[src/rtl/cmx_pkg.sv]
package cmx_pkg;

  parameter int CMX_DATA_W = 12;
  parameter int CMX_COEF_W = 10;
  parameter int CMX_LANES  = 3;
  parameter int CMX_SEL_W  = 2;

  // Reference dot product on plain integers: scale, round half up, wrap.
  function automatic logic [CMX_DATA_W-1:0] cmx_ref_dot(
    input int s0, input int s1, input int s2,
    input int w0, input int w1, input int w2
  );
    int acc;
    acc = s0 * w0 + s1 * w1 + s2 * w2;
    acc = acc + (1 << (CMX_COEF_W - 2));
    acc = acc >>> (CMX_COEF_W - 1);
    return acc[CMX_DATA_W-1:0];
  endfunction

  function automatic int cmx_sdata(input logic [CMX_DATA_W-1:0] v);
    return int'($signed(v));
  endfunction

  function automatic int cmx_scoef(input logic [CMX_COEF_W-1:0] v);
    return int'($signed(v));
  endfunction

endpackage

[src/rtl/cmx_coef_bank.sv]
module cmx_coef_bank #(
  parameter int LANES  = 3,
  parameter int COEF_W = 10,
  parameter int SEL_W  = 2
) (
  input  logic                          clk,
  input  logic                          rst,
  input  logic [SEL_W-1:0]              k_sel,
  input  logic [LANES*COEF_W-1:0]       k_col,
  output logic [LANES*LANES*COEF_W-1:0] coef_flat
);

  localparam int ROW_W = LANES * COEF_W;

  for (genvar r = 0; r < LANES; r++) begin : g_row
    logic             row_wr;
    logic [ROW_W-1:0] row_q;

    // Select value 0 means hold; row r answers to code r+1.
    assign row_wr = (k_sel == SEL_W'(r + 1));

    always_ff @(posedge clk) begin
      if (rst) begin
        row_q <= '0;
      end else if (row_wr) begin
        row_q <= k_col;
      end
    end

    assign coef_flat[r*ROW_W +: ROW_W] = row_q;
  end

endmodule

[src/rtl/cmx_mac_lane.sv]
module cmx_mac_lane #(
  parameter int DATA_W = 12,
  parameter int COEF_W = 10
) (
  input  logic              clk,
  input  logic              rst,
  input  logic [DATA_W-1:0] d_a,
  input  logic [DATA_W-1:0] d_b,
  input  logic [DATA_W-1:0] d_c,
  input  logic [COEF_W-1:0] w_a,
  input  logic [COEF_W-1:0] w_b,
  input  logic [COEF_W-1:0] w_c,
  output logic [DATA_W-1:0] res_q
);

  localparam int TERMS  = 3;
  localparam int PROD_W = DATA_W + COEF_W;
  localparam int SUM_W  = PROD_W + 1;
  localparam int FRAC   = COEF_W - 1;
  localparam logic [SUM_W-1:0] HALF = SUM_W'(1) << (FRAC - 1);

  logic [DATA_W-1:0] d_v [TERMS];
  logic [COEF_W-1:0] w_v [TERMS];
  logic signed [PROD_W-1:0] prod_q [TERMS];
  logic [SUM_W-1:0] pair_q;
  logic [SUM_W-1:0] tail_q;
  logic [SUM_W-1:0] sum_q;
  logic [SUM_W-1:0] biased;

  assign d_v[0] = d_a;
  assign d_v[1] = d_b;
  assign d_v[2] = d_c;
  assign w_v[0] = w_a;
  assign w_v[1] = w_b;
  assign w_v[2] = w_c;

  // Stage 2: three signed products at full width.
  for (genvar i = 0; i < TERMS; i++) begin : g_mul
    always_ff @(posedge clk) begin
      if (rst) prod_q[i] <= '0;
      else     prod_q[i] <= $signed(d_v[i]) * $signed(w_v[i]);
    end
  end

  // Stage 3: first two products summed, third carried with sign extension.
  always_ff @(posedge clk) begin
    if (rst) begin
      pair_q <= '0;
      tail_q <= '0;
    end else begin
      pair_q <= {prod_q[0][PROD_W-1], prod_q[0]} + {prod_q[1][PROD_W-1], prod_q[1]};
      tail_q <= {prod_q[2][PROD_W-1], prod_q[2]};
    end
  end

  // Stage 4: full-precision sum.
  always_ff @(posedge clk) begin
    if (rst) sum_q <= '0;
    else     sum_q <= pair_q + tail_q;
  end

  // Stage 5: the single rounding point, result wraps to DATA_W bits.
  assign biased = sum_q + HALF;

  always_ff @(posedge clk) begin
    if (rst) res_q <= '0;
    else     res_q <= biased[FRAC +: DATA_W];
  end

endmodule

[src/rtl/cmx_matrix3.sv]
module cmx_matrix3
  import cmx_pkg::*;
#(
  parameter int DATA_W = CMX_DATA_W,
  parameter int COEF_W = CMX_COEF_W
) (
  input  logic              clk,
  input  logic              rst,
  input  logic              in_vld,
  input  logic [DATA_W-1:0] a_in,
  input  logic [DATA_W-1:0] b_in,
  input  logic [DATA_W-1:0] c_in,
  input  logic [1:0]        k_sel,
  input  logic [COEF_W-1:0] k_a,
  input  logic [COEF_W-1:0] k_b,
  input  logic [COEF_W-1:0] k_c,
  output logic              out_vld,
  output logic [DATA_W-1:0] x_out,
  output logic [DATA_W-1:0] y_out,
  output logic [DATA_W-1:0] z_out
);

  localparam int LANES = 3;
  localparam int DEPTH = 5;
  localparam int ROW_W = LANES * COEF_W;

  logic [LANES*LANES*COEF_W-1:0] coef_flat;
  logic [DATA_W-1:0]             a_q, b_q, c_q;
  logic [DEPTH-1:0]              vld_pipe;
  logic [DATA_W-1:0]             lane_res [LANES];

  cmx_coef_bank #(
    .LANES (LANES),
    .COEF_W(COEF_W),
    .SEL_W (2)
  ) u_bank (
    .clk      (clk),
    .rst      (rst),
    .k_sel    (k_sel),
    .k_col    ({k_c, k_b, k_a}),
    .coef_flat(coef_flat)
  );

  // Stage 1: sample latch, same edge as any weight write.
  always_ff @(posedge clk) begin
    if (rst) begin
      a_q <= '0;
      b_q <= '0;
      c_q <= '0;
    end else begin
      a_q <= a_in;
      b_q <= b_in;
      c_q <= c_in;
    end
  end

  always_ff @(posedge clk) begin
    if (rst) vld_pipe <= '0;
    else     vld_pipe <= {vld_pipe[DEPTH-2:0], in_vld};
  end

  assign out_vld = vld_pipe[DEPTH-1];

  for (genvar r = 0; r < LANES; r++) begin : g_lane
    cmx_mac_lane #(
      .DATA_W(DATA_W),
      .COEF_W(COEF_W)
    ) u_lane (
      .clk  (clk),
      .rst  (rst),
      .d_a  (a_q),
      .d_b  (b_q),
      .d_c  (c_q),
      .w_a  (coef_flat[r*ROW_W + 0*COEF_W +: COEF_W]),
      .w_b  (coef_flat[r*ROW_W + 1*COEF_W +: COEF_W]),
      .w_c  (coef_flat[r*ROW_W + 2*COEF_W +: COEF_W]),
      .res_q(lane_res[r])
    );
  end

  assign x_out = lane_res[0];
  assign y_out = lane_res[1];
  assign z_out = lane_res[2];

endmodule

[config.mk]
export PLATFORM = sky130hd
export DESIGN_NAME = cmx_matrix3
export DESIGN_NICKNAME = d
export VERILOG_FILES = /design/src/rtl/cmx_pkg.sv /design/src/rtl/cmx_coef_bank.sv /design/src/rtl/cmx_mac_lane.sv /design/src/rtl/cmx_matrix3.sv
export SDC_FILE = /design/constraint.sdc
export NUM_CORES = 2
export LEC_CHECK = 0
export BUFFER_PORTS_ARGS = -buffer_cell sky130_fd_sc_hd__buf_2
export CORE_MARGIN = 4
export CORE_UTILIZATION = 66
export CTS_CLUSTER_DIAMETER = 120
export CTS_CLUSTER_SIZE = 20
export DETAILED_ROUTE_END_ITERATION = 8
export PLACE_DENSITY = 0.81
export SYNTH_ARGS = -nofsm -noshare
export SYNTH_HDL_FRONTEND = slang
export SYNTH_SLANG_ARGS = --single-unit
[constraint.sdc]
create_clock -name clk -period 7 [get_ports clk]
set_input_delay 1.4 -clock clk [delete_from_list [all_inputs] [get_ports clk]]
set_output_delay 1.4 -clock clk [all_outputs]
set_load 0.01 [all_outputs]
==> impl_metrics.py <==
metrics = {
    "placement": {
        "dpl.cell_count": 7659,
        "dp_hpwl_mm": 107,
        "place_ws_ps": 982,
        "placed_cell_area_mm2": 0.0603,
        "gp_congestion": 0.929,
        "io_buffers": 107,
    },
    "hold_path": {
        "hold_depth": 1,
        "hp-class": "register to register",
    },
    "global_routing": {
        "antenna_found_initial": 5,
        "grt_remaining_overflow": 0,
        "grt.total_usage": 0.291,
        "grt_pass1_vias": 44900,
        "grt_max_degree": 211,
        "grt_first_pass_wirelength_mm": 222,
    },
    "sta": {
        "worst_pin_slew_ps": 1200,
        "setup_slack_ps": 960,
        "fmax_mhz": 166,
        "hold_viol": 0,
        "whs_ps": 441,
        "setup_viol": 0,
        "slew_violations": 0,
        "fin_crit_ps": 6040,
        "skew_ps": 27.5,
        "slew_headroom": 0.195,
        "rsz0062_at_grt": "no",
        "post-route-period-util": 0.863,
        "fin_tns_setup_ps": 0,
    },
    "final_layout": {
        "num-nets-final": 8110,
        "layout-drive-gt1-share": 0.0353,
        "finalCoreUtilization": 0.693,
        "fin_area_mm2": 0.0613,
        "area_delta_synth_final_pct": 4.19,
        "ff_latch_area_mm2": 0.0104,
        "multi_input_area_mm2": 0.0426,
        "fillCellCount": 6651,
        "instances_no_fill": 7707,
    },
    "floorplanning": {
        "coreArea_mm2": 0.0884,
        "rows": 109,
        "io_pins": 108,
        "dieWidth_um": 307,
        "start_util": 0.666,
        "dieArea_mm2": 0.0940,
        "die_h_um": 307,
    },
    "worst_setup_path": {
        "slowest_delay_ps": 620,
        "reg2reg_slack_ps": 960,
        "startpoint_type": "register",
        "crit_required_ps": 7460,
        "crit_type": "register to register",
        "worstPathCellList": "buf_4, nand2_1, fa_1, inv_1, fa_1, inv_1, fa_1, inv_1, fa_1, inv_1, fa_1, inv_1, ha_1, o21a_1, o21ai_0, a21oi_1, o41ai_2, o21ai_1, o41a_1, a21o_1, xor2_1, nor2b_1",
        "crit_arrival_ps": 6500,
        "crit_fanout": 19,
        "cp-end-kind": "register",
        "r2r_cells": 22,
        "crit_slowest_cell": "dfxtp_1",
    },
    "route": {
        "drt_pass1_iterations": 6,
        "drc": 0,
        "drtIter0Drc": 2827,
        "vias_per_cell": 5.54,
        "avgRoutedWirePerCell_um": 17.2,
        "vias": 42700,
        "ant_nets": 0,
        "routed_wl_mm": 133,
    },
    "power_and_ir_drop": {
        "p_per_area_mw_per_mm2": 130,
        "vdd_ir_drop_max_mv": 0.209,
        "power.leakage_nw": 31.6,
        "total_power_mw": 7.96,
    },
    "yosys": {
        "synth_edf_count": 0,
        "ys_ff_latch": 521,
        "synthCells": 6607,
        "avgSynthCellArea_um2": 8.90,
        "synth.cell_area_mm2": 0.0588,
        "syn-num-nets": 8187,
        "ys_seq_area_frac": 0.177,
        "synth-async-reset-ratio": 0,
        "ys_types": 72,
        "synth_warnings": 0,
        "synth_ff_type": "dfxtp_1",
    },
    "clock_tree": {
        "h-tree-depth": 2,
        "hold_buffers": 0,
        "numClockSinks": 521,
        "cts_tree": "yes",
        "insertion_delay_ps": 600,
        "cts_root_buf": "clkbuf_16",
        "cts-resized-gates": 0,
        "numCtsBuffers": 34,
        "clockBufferDepth": 3,
        "clk_pin_slew_worst_paths_ps": 100,
        "post_cts_buffers": 0,
    },
    "run_status": {
        "outcome": "complete, no violations",
    },
    "job": {
        "max_cap_viol_count": 0,
    },
}
==> state kept, by name (all words and copies together) (netlist names), 12 cells and up <==
signal,count
b_q,12
g_lane.u_lane.pair_q,63
g_lane.u_lane.sum_q,39
c_q,12
u_bank.g_row.row_q,90
g_lane.u_lane.res_q,36
g_lane.u_lane.prod_q,189
g_lane.u_lane.tail_q,63
a_q,12
==> cells by family after synthesis <==
logic type,share of synthesized area
XOR/XNOR,0.0439
buffers and inverters,0.0989
adder cells (fa/ha/maj),0.440
AND/OR/NAND/NOR,0.174
flip-flops,0.177
AO/OA/AOI/OAI,0.0660
==> synth_stat cells, drive strengths merged, types with 55 or more instances <==
library cell | instances | area [um2]
dfxtp | 521 | 10400
nand2 | 857 | 3220
nand2b | 55 | 344
inv | 1275 | 4790
and2 | 396 | 2480
nor2b | 256 | 1600
a21o | 58 | 435
xor2 | 120 | 1050
a21oi | 213 | 1070
o21ai | 116 | 581
ha | 579 | 7240
nor2 | 312 | 1170
xnor2 | 175 | 1530
fa | 930 | 18600
clkbuf | 273 | 1020
nand3 | 63 | 315
nor3 | 82 | 410
==> path summary, 6_finish.rpt <==
path / from / to
worst min register to register: vld_pipe[1]$_SDFF_PP0_ / vld_pipe[2]$_SDFF_PP0_
worst max register to register: a_q[6]$_SDFF_PP0_ / g_lane[2].u_lane.prod_q[0][18]$_SDFF_PP0_
worst max-delay path: a_q[6]$_SDFF_PP0_ / g_lane[2].u_lane.prod_q[0][18]$_SDFF_PP0_
worst min-delay path: vld_pipe[1]$_SDFF_PP0_ / vld_pipe[2]$_SDFF_PP0_
==> critical path: cells and delay by family, from the launching register on <==
family,cells,cell delay [ps]
flip-flops,1,620
XOR/XNOR,1,130
AO/OA/AOI/OAI,7,1480
buffers and inverters,6,600
AND/OR/NAND/NOR,2,260
adder cells (fa/ha/maj),6,2810
==> area by class of cell <==
type	instances	share of cell area
antenna	3	0.000123
sequential	521	0.170
inverter	1275	0.0781
multi-input combinational	4537	0.695
timing repair buffer	161	0.0161
clock inverter	9	0.00249
tap	1165	0.0238
clock buffer	36	0.0142
==> layout by cell type (no fill, tap or decap), drive strengths merged, types with 43 or more instances in the layout <==
cell type  Yosys  layout
nor2         312     312
nand3         63      63
and2         396     396
nand2        857     857
xor2         120     120
buf            1     161
fa           930     930
dfxtp        521     521
nor3          82      82
xnor2        175     175
inv         1275    1280
a211oi        43      43
nand2b        55      55
a21oi        213     213
o21ai        116     116
a21o          58      58
ha           579     579
nor2b        256     256
o21a          44      44
==> routing by layer <==
| metal | part of all wire | global-route usage | vias up |
|---|---|---|---|
| met5 | 0.00051 | 0 | - |
| met3 | 0.081 | 0.0585 | 320 |
| met4 | 0.042 | 0.108 | 4 |
| met1 | 0.40 | 0.382 | 21000 |
| li1 | - | - | 19900 |
| met2 | 0.47 | 0.484 | 1514 |
==> where the power goes <==
part	switching [mW]	total [mW]	internal (mW)
Combinational	1.39	2.37	0.974
Clock	1.09	2.08	0.990
Sequential	0.278	3.51	3.23
Note: power is estimated with default switching activity, not from simulation.
